File: config.mk
export PLATFORM = sky130hd
export DESIGN_NAME = limit_irq_unit
export DESIGN_NICKNAME = d
export VERILOG_FILES = /design/src/rtl/limit_irq_pkg.sv /design/src/rtl/limit_window.sv /design/src/rtl/temp_watch.sv /design/src/rtl/stat_reg.sv /design/src/rtl/irq_gate.sv /design/src/rtl/limit_irq_unit.sv
export SDC_FILE = /design/constraint.sdc
export NUM_CORES = 1
export LEC_CHECK = 0
export ABC_AREA = 0
export BUFFER_PORTS_ARGS = -buffer_cell sky130_fd_sc_hd__buf_2
export CAP_MARGIN = 15
export CORE_AREA = 4 4 120 122
export DETAILED_ROUTE_END_ITERATION = 12
export DIE_AREA = 0 0 124 126
export GPL_TIMING_DRIVEN = 1
export HOLD_SLACK_MARGIN = 0.08
export PLACE_DENSITY = 0.72
export SYNTH_ARGS = -nofsm -noshare
export SYNTH_HDL_FRONTEND = slang
export SYNTH_HIERARCHICAL = 1
export SYNTH_SLANG_ARGS = --single-unit
File: constraint.sdc
create_clock -name clk -period 6.4 [get_ports clk]
set_input_delay 1.92 -clock clk [delete_from_list [all_inputs] [get_ports clk]]
set_output_delay 1.92 -clock clk [all_outputs]
set_load 0.005 [all_outputs]
File: src/rtl/limit_irq_pkg.sv
// Package: shared constants for the limit-check interrupt status unit.
// Assumes seven voltage channels and three fans; status bit positions are
// fixed because software decodes them.
package limit_irq_pkg;
    localparam int NUM_VOLT  = 7;
    localparam int NUM_FAN   = 3;
    localparam int SREG_W    = 8;
    localparam int NUM_SREG  = 2;
    localparam int S1_VOLT_N = 4;                    // voltage channels in status 1
    localparam int S2_VOLT_N = NUM_VOLT - S1_VOLT_N;  // voltage channels in status 2

    // status 1 positions
    localparam int S1_TEMP = 4;
    localparam int S1_BTI  = 5;
    localparam int S1_FAN0 = 6;
    localparam int S1_FAN1 = 7;
    // status 2 positions
    localparam int S2_FAN2 = 3;
    localparam int S2_CHAS = 4;
    localparam int S2_OVF  = 5;
    localparam int S2_SMI  = 6;

    // config bits
    localparam int CFG_SMI_EN  = 1;
    localparam int CFG_NMI_EN  = 2;
    localparam int CFG_QUIET   = 3;
    localparam int CFG_NMI_SEL = 5;
    // write data bit that clears the intrusion latch
    localparam int CHAS_CLR_BIT = 7;

    typedef enum logic {
        TMODE_HYST = 1'b0,
        TMODE_CMP  = 1'b1
    } tmode_e;
endpackage

File: src/rtl/limit_window.sv
// Module: limit_window
// Unsigned window check of one reading. The high side is skipped when the
// limit is all ones; the low side exists only when USE_LOW is set.
// Assumes: purely combinational, caller qualifies the result with its strobe.
module limit_window #(
    parameter int DW      = 8,
    parameter bit USE_LOW = 1'b1
) (
    input  logic [DW-1:0] val_i,
    input  logic [DW-1:0] hi_i,
    input  logic [DW-1:0] lo_i,
    output logic          out_o
);
    localparam logic [DW-1:0] OFF_CODE = '1;

    logic over;
    logic under;

    // high-side compare, disabled by the all-ones code
    assign over = (hi_i != OFF_CODE) && (val_i > hi_i);

    generate
        if (USE_LOW) begin : g_low
            // low-side compare
            assign under = (val_i < lo_i);
        end else begin : g_nolow
            logic unused_lo;
            assign unused_lo = ^lo_i;
            assign under     = 1'b0;
        end
    endgenerate

    assign out_o = over | under;
endmodule

File: src/rtl/temp_watch.sv
// Module: temp_watch
// Signed temperature event generator. Comparator mode when the hysteresis
// value equals the largest positive code; otherwise hysteresis mode with a
// hot state. Assumes evt_o is only meaningful as a one-cycle set request.
module temp_watch
    import limit_irq_pkg::*;
#(
    parameter int DW = 8
) (
    input  logic          clk,
    input  logic          rst_n,
    input  logic          upd_i,
    input  logic [DW-1:0] t_i,
    input  logic [DW-1:0] hi_i,
    input  logic [DW-1:0] hyst_i,
    output logic          evt_o
);
    localparam logic [DW-1:0] CMP_CODE = {1'b0, {(DW-1){1'b1}}};

    tmode_e mode;
    logic   above;
    logic   below;
    logic   hot_q;
    logic   hot_d;

    // mode select and signed compares
    assign mode  = (hyst_i == CMP_CODE) ? TMODE_CMP : TMODE_HYST;
    assign above = $signed(t_i) > $signed(hi_i);
    assign below = $signed(t_i) < $signed(hyst_i);

    // event and next hot state
    always_comb begin
        evt_o = 1'b0;
        hot_d = hot_q;
        if (upd_i) begin
            case (mode)
                TMODE_CMP: begin
                    evt_o = above;
                    hot_d = above;
                end
                default: begin
                    if (!hot_q && above) begin
                        evt_o = 1'b1;
                        hot_d = 1'b1;
                    end else if (hot_q && below) begin
                        evt_o = 1'b1;
                        hot_d = 1'b0;
                    end
                end
            endcase
        end
    end

    // hot state register
    always_ff @(posedge clk) begin
        if (!rst_n) hot_q <= 1'b0;
        else        hot_q <= hot_d;
    end
endmodule

File: src/rtl/stat_reg.sv
// Module: stat_reg
// Sticky status register, cleared by a read. Set requests in the read cycle
// are kept so no event is lost. Assumes rd_i is a single-cycle strobe.
module stat_reg #(
    parameter int W = 8
) (
    input  logic         clk,
    input  logic         rst_n,
    input  logic [W-1:0] set_i,
    input  logic         rd_i,
    output logic [W-1:0] q_o
);
    // accumulate, or restart from the new sets on a read
    always_ff @(posedge clk) begin
        if (!rst_n)    q_o <= '0;
        else if (rd_i) q_o <= set_i;
        else           q_o <= q_o | set_i;
    end
endmodule

File: src/rtl/irq_gate.sv
// Module: irq_gate
// Masks the status onto the SMI path and the NMI/IRQ path, applies the
// enables, the quiet override and the NMI/IRQ route. Combinational.
module irq_gate #(
    parameter int SW = 16
) (
    input  logic [SW-1:0] stat_i,
    input  logic [SW-1:0] smask_i,
    input  logic [SW-1:0] nmask_i,
    input  logic          smi_en_i,
    input  logic          nmi_en_i,
    input  logic          quiet_i,
    input  logic          nmi_sel_i,
    output logic          smi_o,
    output logic          irq_o,
    output logic          nmi_o
);
    localparam int NPATH = 2;

    logic [SW-1:0]    mask [NPATH];
    logic [NPATH-1:0] en;
    logic [NPATH-1:0] hit;

    assign mask[0] = smask_i;
    assign mask[1] = nmask_i;
    assign en      = {nmi_en_i, smi_en_i};

    // per path: any enabled status bit, gated by its enable and the override
    generate
        for (genvar p = 0; p < NPATH; p++) begin : g_path
            assign hit[p] = (|(stat_i & mask[p])) & en[p] & ~quiet_i;
        end
    endgenerate

    // route the second path
    assign smi_o = hit[0];
    assign nmi_o = hit[1] & nmi_sel_i;
    assign irq_o = hit[1] & ~nmi_sel_i;
endmodule

File: src/rtl/limit_irq_unit.sv
// Module: limit_irq_unit (top)
// Runs voltage, temperature and fan limit checks on each update strobe,
// collects violations and external events in two clear-on-read status
// registers, keeps a chassis-intrusion latch and drives SMI, IRQ and NMI.
// Assumes limits, config and masks are held stable by a register file.
module limit_irq_unit
    import limit_irq_pkg::*;
#(
    parameter int DW = 8
) (
    input  logic                   clk,
    input  logic                   rst_n,
    input  logic                   upd_i,
    input  logic [NUM_VOLT*DW-1:0] volt_i,
    input  logic [NUM_VOLT*DW-1:0] volt_hi_i,
    input  logic [NUM_VOLT*DW-1:0] volt_lo_i,
    input  logic [DW-1:0]          temp_i,
    input  logic [DW-1:0]          temp_hi_i,
    input  logic [DW-1:0]          temp_hyst_i,
    input  logic [NUM_FAN*DW-1:0]  fan_i,
    input  logic [NUM_FAN*DW-1:0]  fan_lim_i,
    input  logic                   bti_ev_i,
    input  logic                   ovf_ev_i,
    input  logic                   smi_ev_i,
    input  logic                   chas_ev_i,
    input  logic [7:0]             cfg_i,
    input  logic [2*SREG_W-1:0]    smi_mask_i,
    input  logic [2*SREG_W-1:0]    nmi_mask_i,
    input  logic                   nmi2_wr_i,
    input  logic [7:0]             nmi2_wd_i,
    input  logic                   rd1_i,
    input  logic                   rd2_i,
    output logic [SREG_W-1:0]      stat1_o,
    output logic [SREG_W-1:0]      stat2_o,
    output logic                   smi_o,
    output logic                   irq_o,
    output logic                   nmi_o
);
    logic [NUM_VOLT-1:0] volt_viol;
    logic [NUM_FAN-1:0]  fan_viol;
    logic                temp_evt;
    logic                chas_q;
    logic [SREG_W-1:0]   set_v  [NUM_SREG];
    logic [SREG_W-1:0]   stat_q [NUM_SREG];
    logic [NUM_SREG-1:0] rd_v;
    logic                unused_in;

    assign unused_in = ^{cfg_i[7:6], cfg_i[4], cfg_i[0], nmi2_wd_i[6:0]};

    // voltage window checks
    generate
        for (genvar v = 0; v < NUM_VOLT; v++) begin : g_volt
            limit_window #(.DW(DW), .USE_LOW(1'b1)) u_win (
                .val_i (volt_i[v*DW +: DW]),
                .hi_i  (volt_hi_i[v*DW +: DW]),
                .lo_i  (volt_lo_i[v*DW +: DW]),
                .out_o (volt_viol[v])
            );
        end
        for (genvar f = 0; f < NUM_FAN; f++) begin : g_fan
            limit_window #(.DW(DW), .USE_LOW(1'b0)) u_win (
                .val_i (fan_i[f*DW +: DW]),
                .hi_i  (fan_lim_i[f*DW +: DW]),
                .lo_i  ({DW{1'b0}}),
                .out_o (fan_viol[f])
            );
        end
    endgenerate

    // temperature event generator
    temp_watch #(.DW(DW)) u_temp (
        .clk    (clk),
        .rst_n  (rst_n),
        .upd_i  (upd_i),
        .t_i    (temp_i),
        .hi_i   (temp_hi_i),
        .hyst_i (temp_hyst_i),
        .evt_o  (temp_evt)
    );

    // chassis-intrusion latch: event wins over a clear in the same cycle
    always_ff @(posedge clk) begin
        if (!rst_n) chas_q <= 1'b0;
        else        chas_q <= chas_ev_i |
                              (chas_q & ~(nmi2_wr_i & nmi2_wd_i[CHAS_CLR_BIT]));
    end

    // map violations and events onto status bit positions
    always_comb begin
        set_v[0] = '0;
        set_v[1] = '0;
        if (upd_i) begin
            set_v[0][S1_VOLT_N-1:0] = volt_viol[S1_VOLT_N-1:0];
            set_v[1][S2_VOLT_N-1:0] = volt_viol[NUM_VOLT-1:S1_VOLT_N];
            set_v[0][S1_FAN0]       = fan_viol[0];
            set_v[0][S1_FAN1]       = fan_viol[1];
            set_v[1][S2_FAN2]       = fan_viol[2];
        end
        set_v[0][S1_TEMP] = temp_evt;
        set_v[0][S1_BTI]  = bti_ev_i;
        set_v[1][S2_OVF]  = ovf_ev_i;
        set_v[1][S2_SMI]  = smi_ev_i;
        set_v[1][S2_CHAS] = chas_q;
    end

    assign rd_v = {rd2_i, rd1_i};

    // the two status registers
    generate
        for (genvar r = 0; r < NUM_SREG; r++) begin : g_sreg
            stat_reg #(.W(SREG_W)) u_reg (
                .clk   (clk),
                .rst_n (rst_n),
                .set_i (set_v[r]),
                .rd_i  (rd_v[r]),
                .q_o   (stat_q[r])
            );
        end
    endgenerate

    assign stat1_o = stat_q[0];
    assign stat2_o = stat_q[1];

    // interrupt outputs
    irq_gate #(.SW(2*SREG_W)) u_gate (
        .stat_i    ({stat_q[1], stat_q[0]}),
        .smask_i   (smi_mask_i),
        .nmask_i   (nmi_mask_i),
        .smi_en_i  (cfg_i[CFG_SMI_EN]),
        .nmi_en_i  (cfg_i[CFG_NMI_EN]),
        .quiet_i   (cfg_i[CFG_QUIET]),
        .nmi_sel_i (cfg_i[CFG_NMI_SEL]),
        .smi_o     (smi_o),
        .irq_o     (irq_o),
        .nmi_o     (nmi_o)
    );
endmodule

==> impl_metrics.toml, run 1 <==
[setup_path]
ff2ff_setup_slack_ns = 5.33
worstReg2RegStart = "u_temp/hot_q"
worstSetupStartpoint = "smi_mask_i[2]"
reg2regPathDepth = 4
crit_path_frequent_cell = "sky130_fd_sc_hd__buf_2"
required_ns = 4.48
slowest_delay_ns = 0.56
critPathLaunchType = "input port"
critical_path_arrival_ns = 3.30
critical-path-slowest-cell = "sky130_fd_sc_hd__a221oi_1"
regToRegEndpoint = "g_sreg[0].u_reg/q_o[4]"
worstSetupPathType = "input port to primary output"
end_kind = "primary output"
crit_chain = "buf_2 > a22o_1 > a221oi_1 > nand4_1 > and3b_1 > buf_2"
biggest_fanout_along_the_worst_timing_path = 1

[power_and_ir_drop]
maximum_ir_drop_on_the_vdd_rail_uv = 96.09
share_seq_of_total_power = 0.209
p_leak_nw = 3.928
clockPowerShare = 0.190
intPower_mw = 0.4110
power_density_of_the_placed_cells_mw_per_mm2 = 97.46
switchingPower_mw = 0.2525
combinationalPowerShare = 0.600
swShare = 0.3806

[timing]
rsz0062_at_grt = "no"
max_freq_mhz = 191.6
final.period_utilization = 0.8156
shortest_period_the_worst_path_allows_ns = 5.220
report.final.hold_viol_count = 0
final-max-slew-violation-count = 0
setup_viols_final = 0
fin_skew_ns = 0.0009255
timing.hold.ws_ns = 0.4644
relSlewSlack = 0.5447
post-route-worst-setup-slack_ns = 1.180
worst-slew-pin-transition_ns = 0.6830
fin_tns_setup_ns = 0

[floorplan]
num_io_pins = 317
initial_utilization = 0.3786
core_area_sq_mm = 0.01319
fp.dieW_um = 124
die_y_um = 126
floorplan.die_area_sq_mm = 0.01562
std_cell_rows = 42

[placement]
place_hpwl_um = 16050
port_buffers = 305
preCtsSetupSlack_ns = 1.292
gp_congestion = 0.8910
area_post_placement_sq_mm = 0.006730

[hold_path]
timing.hold.worst_endpoint = "g_sreg[1].u_reg/q_o[4]"
type_of_the_tightest_min_delay_check = "flop to flop"
worstHoldStart = "chas_q"
worstHoldPathCells = 1

[clock_network]
cts_htree_levels = 1
ctsResizeCount = 0
cts_tree = "built"
buffer_depth_of_the_longest_clock_path = 2
cts.repair_timing.setup_buffer_count = 0
numClockSinks = 18
numCtsBuffers = 3
holdBufCountCts = 0
cts_root_buffer = "sky130_fd_sc_hd__clkbuf_16"
clk_latency_ns = 0.25
worst_setup_hold_path_clk_slew_ns = 0.05

[global_routing]
grt_first_pass_wirelength_um = 25960
grt_pass1_vias = 5519
globalRouteTotalUtil = 0.2084
grt_antenna_before_repair = 1
grt_max_degree = 19
grt_remaining_overflow = 0

[yosys]
synth.cells.most_frequent = "sky130_fd_sc_hd__inv_1 (155), sky130_fd_sc_hd__ha_1 (144), sky130_fd_sc_hd__nand4_1 (42)"
postSynthCellCount = 626
number_of_synthesized_flops_with_an_enable_pin = 0
ys_top_cells_by_area = "sky130_fd_sc_hd__ha_1 (36%), sky130_fd_sc_hd__inv_1 (12%), sky130_fd_sc_hd__dfxtp_1 (7.2%)"
net_count_synth = 1068
syn_area_per_cell_sq_um = 7.977
synthDominantAreaCellType = "sky130_fd_sc_hd__ha_1"
cell_with_the_most_instances_after_synthesis = "sky130_fd_sc_hd__inv_1"
synth.ff_latch_count = 18
yosys_most_used_dff = "sky130_fd_sc_hd__dfxtp_1"
synth_cell_types = 42
synth_top_area_share = 0.3608
yosysSeqAreaShare = 0.07216
async_flop_share = 0
yosys_warnings = 6
synth.cell_area_sq_mm = 0.004994

[finish]
final_core_util = 0.5161
syn2layout_area_growth_pct = 36.33
layout.nets = 1376
stdcell_area_sq_mm = 0.006808
final_layout_size_suffix_gt1_frac = 0.3605

[routing]
drc = 0
routedWlPerCell_um = 15.73
drtPass1Iterations = 4
wl_met2_um = 8776
route.antenna.remaining_nets = 0
top_layer_used = "met5"
wl_met3_um = 1347
detailroute.via_count = 5614
drt-initial-drc-count = 168
wl_met1_um = 7045
wl_um = 17450
vias_per_cell = 5.062

[run]
maxCapViolCount = 0

[run_status]
run_status = "completed"
-- cells in the final DEF, fill, tap and decap left out, drive strengths merged, types with 2 or more instances in the layout --
| cell | netlist | layout |
|---|---|---|
| o2111a | 7 | 7 |
| a2111oi | 7 | 7 |
| a221oi | 10 | 10 |
| nand2b | 8 | 8 |
| a21o | 2 | 2 |
| o31a | 3 | 3 |
| ha | 144 | 144 |
| o22ai | 7 | 7 |
| inv | 155 | 155 |
| and3b | 2 | 2 |
| o2111ai | 3 | 3 |
| nor2 | 21 | 21 |
| buf | 0 | 305 |
| nor4 | 7 | 7 |
| o21ai | 19 | 19 |
| o211ai | 19 | 19 |
| nand2 | 20 | 20 |
| a22o | 8 | 8 |
| and4 | 3 | 3 |
| a21oi | 28 | 28 |
| nand3 | 2 | 2 |
| and2 | 10 | 10 |
| nand4 | 42 | 42 |
| o221ai | 7 | 7 |
| a211oi | 11 | 11 |
| dfxtp | 18 | 18 |
| clkbuf | 2 | 3 |
| nor2b | 27 | 27 |
| o21a | 24 | 24 |
-- critical path, delay by kind of cell --
family                 cells  cell delay (ns)
AO/OA/AOI/OAI              2             0.79
AND/OR/NAND/NOR            2             0.37
buffers and inverters      2             0.22
-- power groups by stage --
stage	Clock, mW	Combinational, mW	Sequential, mW
floorplan	0	0.228	0.133
global placement	0	0.388	0.142
detailed placement	0	0.398	0.142
CTS	0.136	0.400	0.140
global route	0.138	0.453	0.141
finish	0.126	0.398	0.139
-- flip-flops by register name, indices dropped and copies added, names as in the netlist --
name / count
g_sreg.u_reg/q_o: 16
chas_q: 1
u_temp/hot_q: 1
-- metal layers --
layer  global-route usage  up-vias
li1                     -     2892
met1               0.2389     2503
met2               0.3987      199
met3              0.04126       18
met4              0.03157        2
met5                    0        -
-- cell type report --
cell class,instances,area (sq um)
Tap cell,176,220.2
Sequential cell,18,360.3
Antenna cell,1,2.502
Clock buffer,3,75.07
Multi-Input combinational cell,451,4041
Inverter,155,581.8
Fill cell,1346,6382
Timing Repair Buffer,305,1526
-- worst max path at each step --
stage          endpoint  slack (ns)
3_5_place_dp      smi_o        1.29
4_1_cts           smi_o        1.29
3_3_place_gp      smi_o        1.32
2_1_floorplan     smi_o        1.86
6_report          smi_o        1.18
5_1_grt           smi_o        1.22
-- metrics by stage --
step	power, mW	std cells
finish	0.6635	1109
global route	0.7317	1108
CTS	0.6757	1108
detailed placement	0.5398	1105
global placement	0.5306	1105
floorplan	0.3609	626
-- logic make-up after synthesis --
logic type      share of synthesized area
mux                              0.002005
buf+inv                            0.1185
fa+ha+maj                          0.3608
flops                             0.07216
compound gates                     0.2628
simple gates                       0.1829
other cells                     0.0007510
(Power assumes the default switching activity.)
==> run 2, diff against run 1 <==
- CORE_AREA: 4 4 120 122 -> 4 4 121 123
- DIE_AREA: 0 0 124 126 -> 0 0 125 127
- PLACE_DENSITY: 0.72 -> 0.74
- clock period: 6.4 -> 4.55 ns (I/O delays scaled with it)
==> run 2 against run 1 <==
  * Final area about the same
  * Sequential power up 40%
  * Sequential share of layout area about the same
  * Highest routed layer is now met4
  * Flip-flop and latch count unchanged
  * Largest power group unchanged
  * Die area is 1.6% higher
  * Critical path type unchanged
  * Clock power rose by 44%
  * Clock skew grew 0.00052 ns
  * First-iteration DRC count shrank 20%
  * Worst setup slack worse by 0.64 ns
  * Register-to-register slack got worse by 1.9 ns
  * Power up 40%
==> impl_metrics.toml, run 2 (synthesis gave the netlist of run 1 again) <==
[finish]
layout.nets = 1376
final_common_cell = "sky130_fd_sc_hd__buf_2"
top_register_by_number_of_flip_flops = "g_sreg.u_reg/q_o"
final_layout_size_suffix_gt1_frac = 0.3605
mostFrequentLayoutCells = "sky130_fd_sc_hd__buf_2 (305), sky130_fd_sc_hd__inv_1 (155), sky130_fd_sc_hd__ha_1 (144)"
flip_flop_count_of_the_largest_register_after_layout = 16
reg.largest.list = "g_sreg.u_reg/q_o x16, chas_q x1, u_temp/hot_q x1"
syn2layout_area_growth_pct = 36.38
n_antenna_cell = 0
stdcell_area_sq_mm = 0.006810

[floorplan]
fp.dieW_um = 125
floorplan.die_area_sq_mm = 0.01588
core_area_sq_mm = 0.01367
num_io_pins = 317
std_cell_rows = 43
initial_utilization = 0.3654
die_y_um = 127

[power_and_ir_drop]
maximum_ir_drop_on_the_vdd_rail_uv = 131.7
total_power_mw = 0.9307
intPower_mw = 0.5777
switchingPower_mw = 0.3530
power_density_of_the_placed_cells_mw_per_mm2 = 136.7
combinationalPowerShare = 0.597
share_seq_of_total_power = 0.208
clockPowerShare = 0.195
p_leak_nw = 3.928
swShare = 0.3793

[timing]
worst-slew-pin-transition_ns = 0.5823
post-route-worst-setup-slack_ns = 0.5405
fin_tns_setup_ns = 0
max_freq_mhz = 249.4
report.final.hold_viol_count = 0
shortest_period_the_worst_path_allows_ns = 4.009
relSlewSlack = 0.6118
rsz0062_at_grt = "no"
final-max-slew-violation-count = 0
fin_skew_ns = 0.001445
final.period_utilization = 0.8812
setup_viols_final = 0

[global_routing]
use_met2 = 0.3913
grt_remaining_overflow = 0
grt_max_degree = 19
met1_usage = 0.2282
grt_antenna_before_repair = 0
grt_busiest_layer = "met2"
met3_usage = 0.03135
grt_pass1_vias = 5878
grt_first_pass_wirelength_um = 26790
globalRouteTotalUtil = 0.2012

[setup_path]
critPathLaunchType = "input port"
critical_path_arrival_ns = 2.64
required_ns = 3.18
worstSetupPathType = "input port to primary output"
end_kind = "primary output"
biggest_fanout_along_the_worst_timing_path = 1

[clock_network]
cts.repair_timing.setup_buffer_count = 0
numClockSinks = 18
cts_tree = "built"
ctsResizeCount = 0
cts_htree_levels = 1
holdBufCountCts = 0
buffer_depth_of_the_longest_clock_path = 2
worst_setup_hold_path_clk_slew_ns = 0.06
cts_root_buffer = "sky130_fd_sc_hd__clkbuf_16"
numCtsBuffers = 3
clk_latency_ns = 0.25

[run]
maxCapViolCount = 0

[routing]
detailroute.via_count = 5634
drt-initial-drc-count = 134
drc = 0
routedWlPerCell_um = 15.01
vias_per_cell = 5.067
route.antenna.remaining_nets = 0
drtPass1Iterations = 6
wl_um = 16690

[hold_path]
type_of_the_tightest_min_delay_check = "flop to flop"

[placement]
gp_congestion = 0.8984
area_post_placement_sq_mm = 0.006735
preCtsSetupSlack_ns = 0.5514
place_hpwl_um = 15410
port_buffers = 305

[run_status]
run_status = "completed"
[run 2: worst max-delay path, cell delays in order]
cell	delay [ns]
sky130_fd_sc_hd__buf_2	0.10
sky130_fd_sc_hd__a22o_1	0.22
sky130_fd_sc_hd__a221oi_1	0.48
sky130_fd_sc_hd__nand4_1	0.15
sky130_fd_sc_hd__and3b_1	0.21
sky130_fd_sc_hd__buf_2	0.12
[run 2: stage by stage]
stage          hold WS, ns  instances    util
6_report            0.4700       1112  0.4984
4_1_cts             0.4773       1112  0.4984
3_3_place_gp        0.4494       1109  0.4929
2_1_floorplan       0.4352        626       -
5_1_grt             0.4948       1112  0.4984
3_5_place_dp        0.4600       1109  0.4929
[run 2: area by class of cell]
class                           instances  area, sq um
Clock buffer                            3        75.07
Fill cell                            1361         6855
Inverter                              155        581.8
Multi-Input combinational cell        451         4041
Sequential cell                        18        360.3
Tap cell                              180        225.2
Timing Repair Buffer                  305         1526
[run 2: final timing paths]
check	startpoint	end	slack, ns	cells after the start
max	smi_mask_i[2]	smi_o	0.54	6
min	chas_q	g_sreg[1].u_reg/q_o[4]	0.47	1
max reg2reg	u_temp/hot_q	g_sreg[0].u_reg/q_o[4]	3.46	4
min reg2reg	chas_q	g_sreg[1].u_reg/q_o[4]	0.47	1
[run 2: per-layer routing]
layer,share of wire,vias up,routed length (um)
met3,0.066,26,1098
met5,0,-,0
met4,0.022,0,365
li1,-,2886,-
met1,0.39,2512,6505
met2,0.52,210,8724
[run 2: power by group through the flow]
stage          combinational [mW]  clock (mW)  sequential, mW
5_1_grt                     0.638       0.197           0.196
4_1_cts                     0.560       0.191           0.195
3_5_place_dp                0.557           0           0.199
3_3_place_gp                0.544           0           0.198
2_1_floorplan               0.321           0           0.187
6_report                    0.556       0.181           0.194
==> run 3, diff against run 2 <==
- CORE_AREA: 4 4 121 123 -> 2 2 122 124
- DIE_AREA: 0 0 125 127 -> 0 0 124 126
- PLACE_DENSITY: 0.74 -> 0.75
- RECOVER_POWER: unset -> 25
==> run 3 against run 2 <==
  * Fmax is 1.1% lower
  * Sequential power barely moved
  * Final area up 0.29%
  * Count of clock-buffer cells in the layout is 1 higher
  * Core utilization fell by 2.1 points
  * Register-to-register slack better by 0.02 ns
  * Combinational power hardly changed
  * First-iteration DRC count down 9.7%
  * Worst hold slack improved by 0.019 ns
  * Largest cell class unchanged
  * Highest routed layer unchanged
==> impl_metrics.toml, run 3 (synthesis gave the netlist of run 1 again) <==
[run_status]
run_status = "completed"

[timing]
shortest_period_the_worst_path_allows_ns = 4.053
fin_skew_ns = 0.0004089
max_freq_mhz = 246.8
worst-slew-pin-transition_ns = 1.082
setup_viols_final = 0
relSlewSlack = 0.2784
rsz0062_at_grt = "no"
fin_tns_setup_ns = 0
final.period_utilization = 0.8907
final-max-slew-violation-count = 0
report.final.hold_viol_count = 0

[finish]
final_layout_size_suffix_gt1_frac = 0.3580
final_core_util = 0.4772
top_register_by_number_of_flip_flops = "g_sreg.u_reg/q_o"
syn2layout_area_growth_pct = 36.78
fillers = 1455
mostFrequentLayoutCells = "sky130_fd_sc_hd__buf_2 (302), sky130_fd_sc_hd__inv_1 (155), sky130_fd_sc_hd__ha_1 (144)"
final_common_cell = "sky130_fd_sc_hd__buf_2"
layout.nets = 1376
flip_flop_count_of_the_largest_register_after_layout = 16
reg.largest.list = "g_sreg.u_reg/q_o x16, chas_q x1, u_temp/hot_q x1"

[global_routing]
grt_antenna_before_repair = 2
grt_remaining_overflow = 0
grt_pass1_vias = 5847
grt_max_degree = 19
globalRouteTotalUtil = 0.2061
grt_first_pass_wirelength_um = 25570

[setup_path]
critical_path_arrival_ns = 2.69
worstReg2RegStart = "u_temp/hot_q"
ff2ff_setup_slack_ns = 3.48
end_kind = "primary output"
reg2regPathDepth = 4
regToRegEndpoint = "g_sreg[0].u_reg/q_o[4]"
critPathLaunchType = "input port"
worstSetupPathType = "input port to primary output"
required_ns = 3.18
biggest_fanout_along_the_worst_timing_path = 1

[placement]
port_buffers = 305
place_hpwl_um = 15120
gp_congestion = 0.8830

[floorplan]
initial_utilization = 0.3489
die_y_um = 126
fp.dieW_um = 124
core_area_sq_mm = 0.01431
floorplan.die_area_sq_mm = 0.01562
num_io_pins = 317
std_cell_rows = 44

[routing]
detailroute.via_count = 5684
drc = 0
route.antenna.remaining_nets = 0
wl_um = 16620
drt-initial-drc-count = 121
drtPass1Iterations = 4
routedWlPerCell_um = 14.86
vias_per_cell = 5.080

[power_and_ir_drop]
maximum_ir_drop_on_the_vdd_rail_uv = 126.0
p_leak_nw = 3.925
power_density_of_the_placed_cells_mw_per_mm2 = 140.2

[clock_network]
cts_htree_levels = 1
worst_setup_hold_path_clk_slew_ns = 0.06
cts.repair_timing.setup_buffer_count = 0
buffer_depth_of_the_longest_clock_path = 2
ctsResizeCount = 0
clk_latency_ns = 0.25
cts_root_buffer = "sky130_fd_sc_hd__clkbuf_16"
holdBufCountCts = 0
cts_tree = "built"
numClockSinks = 18
numCtsBuffers = 3

[hold_path]
timing.hold.worst_endpoint = "g_sreg[1].u_reg/q_o[4]"
worstHoldPathCells = 1
worstHoldStart = "chas_q"
type_of_the_tightest_min_delay_check = "flop to flop"

[run]
maxCapViolCount = 0
run 3: cell types whose count changed in the layout (fill, tap and decap cells not counted):
cell / before / now
sky130_fd_sc_hd__clkbuf_1: 0 / 3
sky130_fd_sc_hd__clkbuf_8: 0 / 1
sky130_fd_sc_hd__diode_2: 0 / 2
sky130_fd_sc_hd__buf_2: 305 / 302
run 3: metrics by stage:
stage | hold WS, ns | std cells | area [sq um] | worst slack (ns) | total power, mW
6_report | 0.4892 | 1119 | 6830 | 0.4974 | 0.9579
5_1_grt | 0.5174 | 1119 | 6830 | 0.4207 | 1.054
4_1_cts | 0.5013 | 1117 | 6829 | 0.5038 | 0.9732
3_5_place_dp | 0.4842 | 1113 | 6740 | 0.5122 | 0.7581
3_3_place_gp | 0.4776 | 1113 | 6740 | 0.4972 | 0.7427
2_1_floorplan | 0.4352 | 626 | 4994 | 1.125 | 0.5076
run 3: layout make-up:
class | count | area (sq um) | share of cell area
sequential | 18 | 360.3 | 0.05276
tap | 184 | 230.2 | 0.03371
timing repair buffer | 305 | 1523 | 0.2229
multi-input combinational | 451 | 4041 | 0.5917
clock buffer | 4 | 88.84 | 0.01301
antenna | 2 | 5.005 | 0.0007327
inverter | 155 | 581.8 | 0.08518
run 3: worst max-delay path, stage by stage:
cell	delay, ns
sky130_fd_sc_hd__buf_2	0.12
sky130_fd_sc_hd__a22o_1	0.26
sky130_fd_sc_hd__a221oi_1	0.40
sky130_fd_sc_hd__nand4_1	0.20
sky130_fd_sc_hd__and3b_1	0.22
sky130_fd_sc_hd__buf_2	0.12
run 3: metal layers:
layer,up-vias,track usage,wire length [um]
li1,2883,-,-
met1,2528,0.2281,6711
met2,235,0.3866,8183
met3,38,0.03714,1192
met4,0,0.07204,537
met5,-,0,0
run 3: worst max path at each step:
stage	from	to	slack, ns	depth (start not counted)
finish	smi_mask_i[2]	smi_o	0.50	6
global route	smi_mask_i[2]	smi_o	0.42	6
CTS	smi_mask_i[2]	smi_o	0.50	6
detailed placement	smi_mask_i[2]	smi_o	0.51	6
global placement	smi_mask_i[2]	smi_o	0.50	6
floorplan	smi_mask_i[5]	smi_o	1.12	4
run 3: where the power goes:
group          total, mW  switching [mW]  internal (mW)
clock              0.205          0.0709          0.134
combinational      0.559           0.268          0.291
sequential         0.194          0.0232          0.171
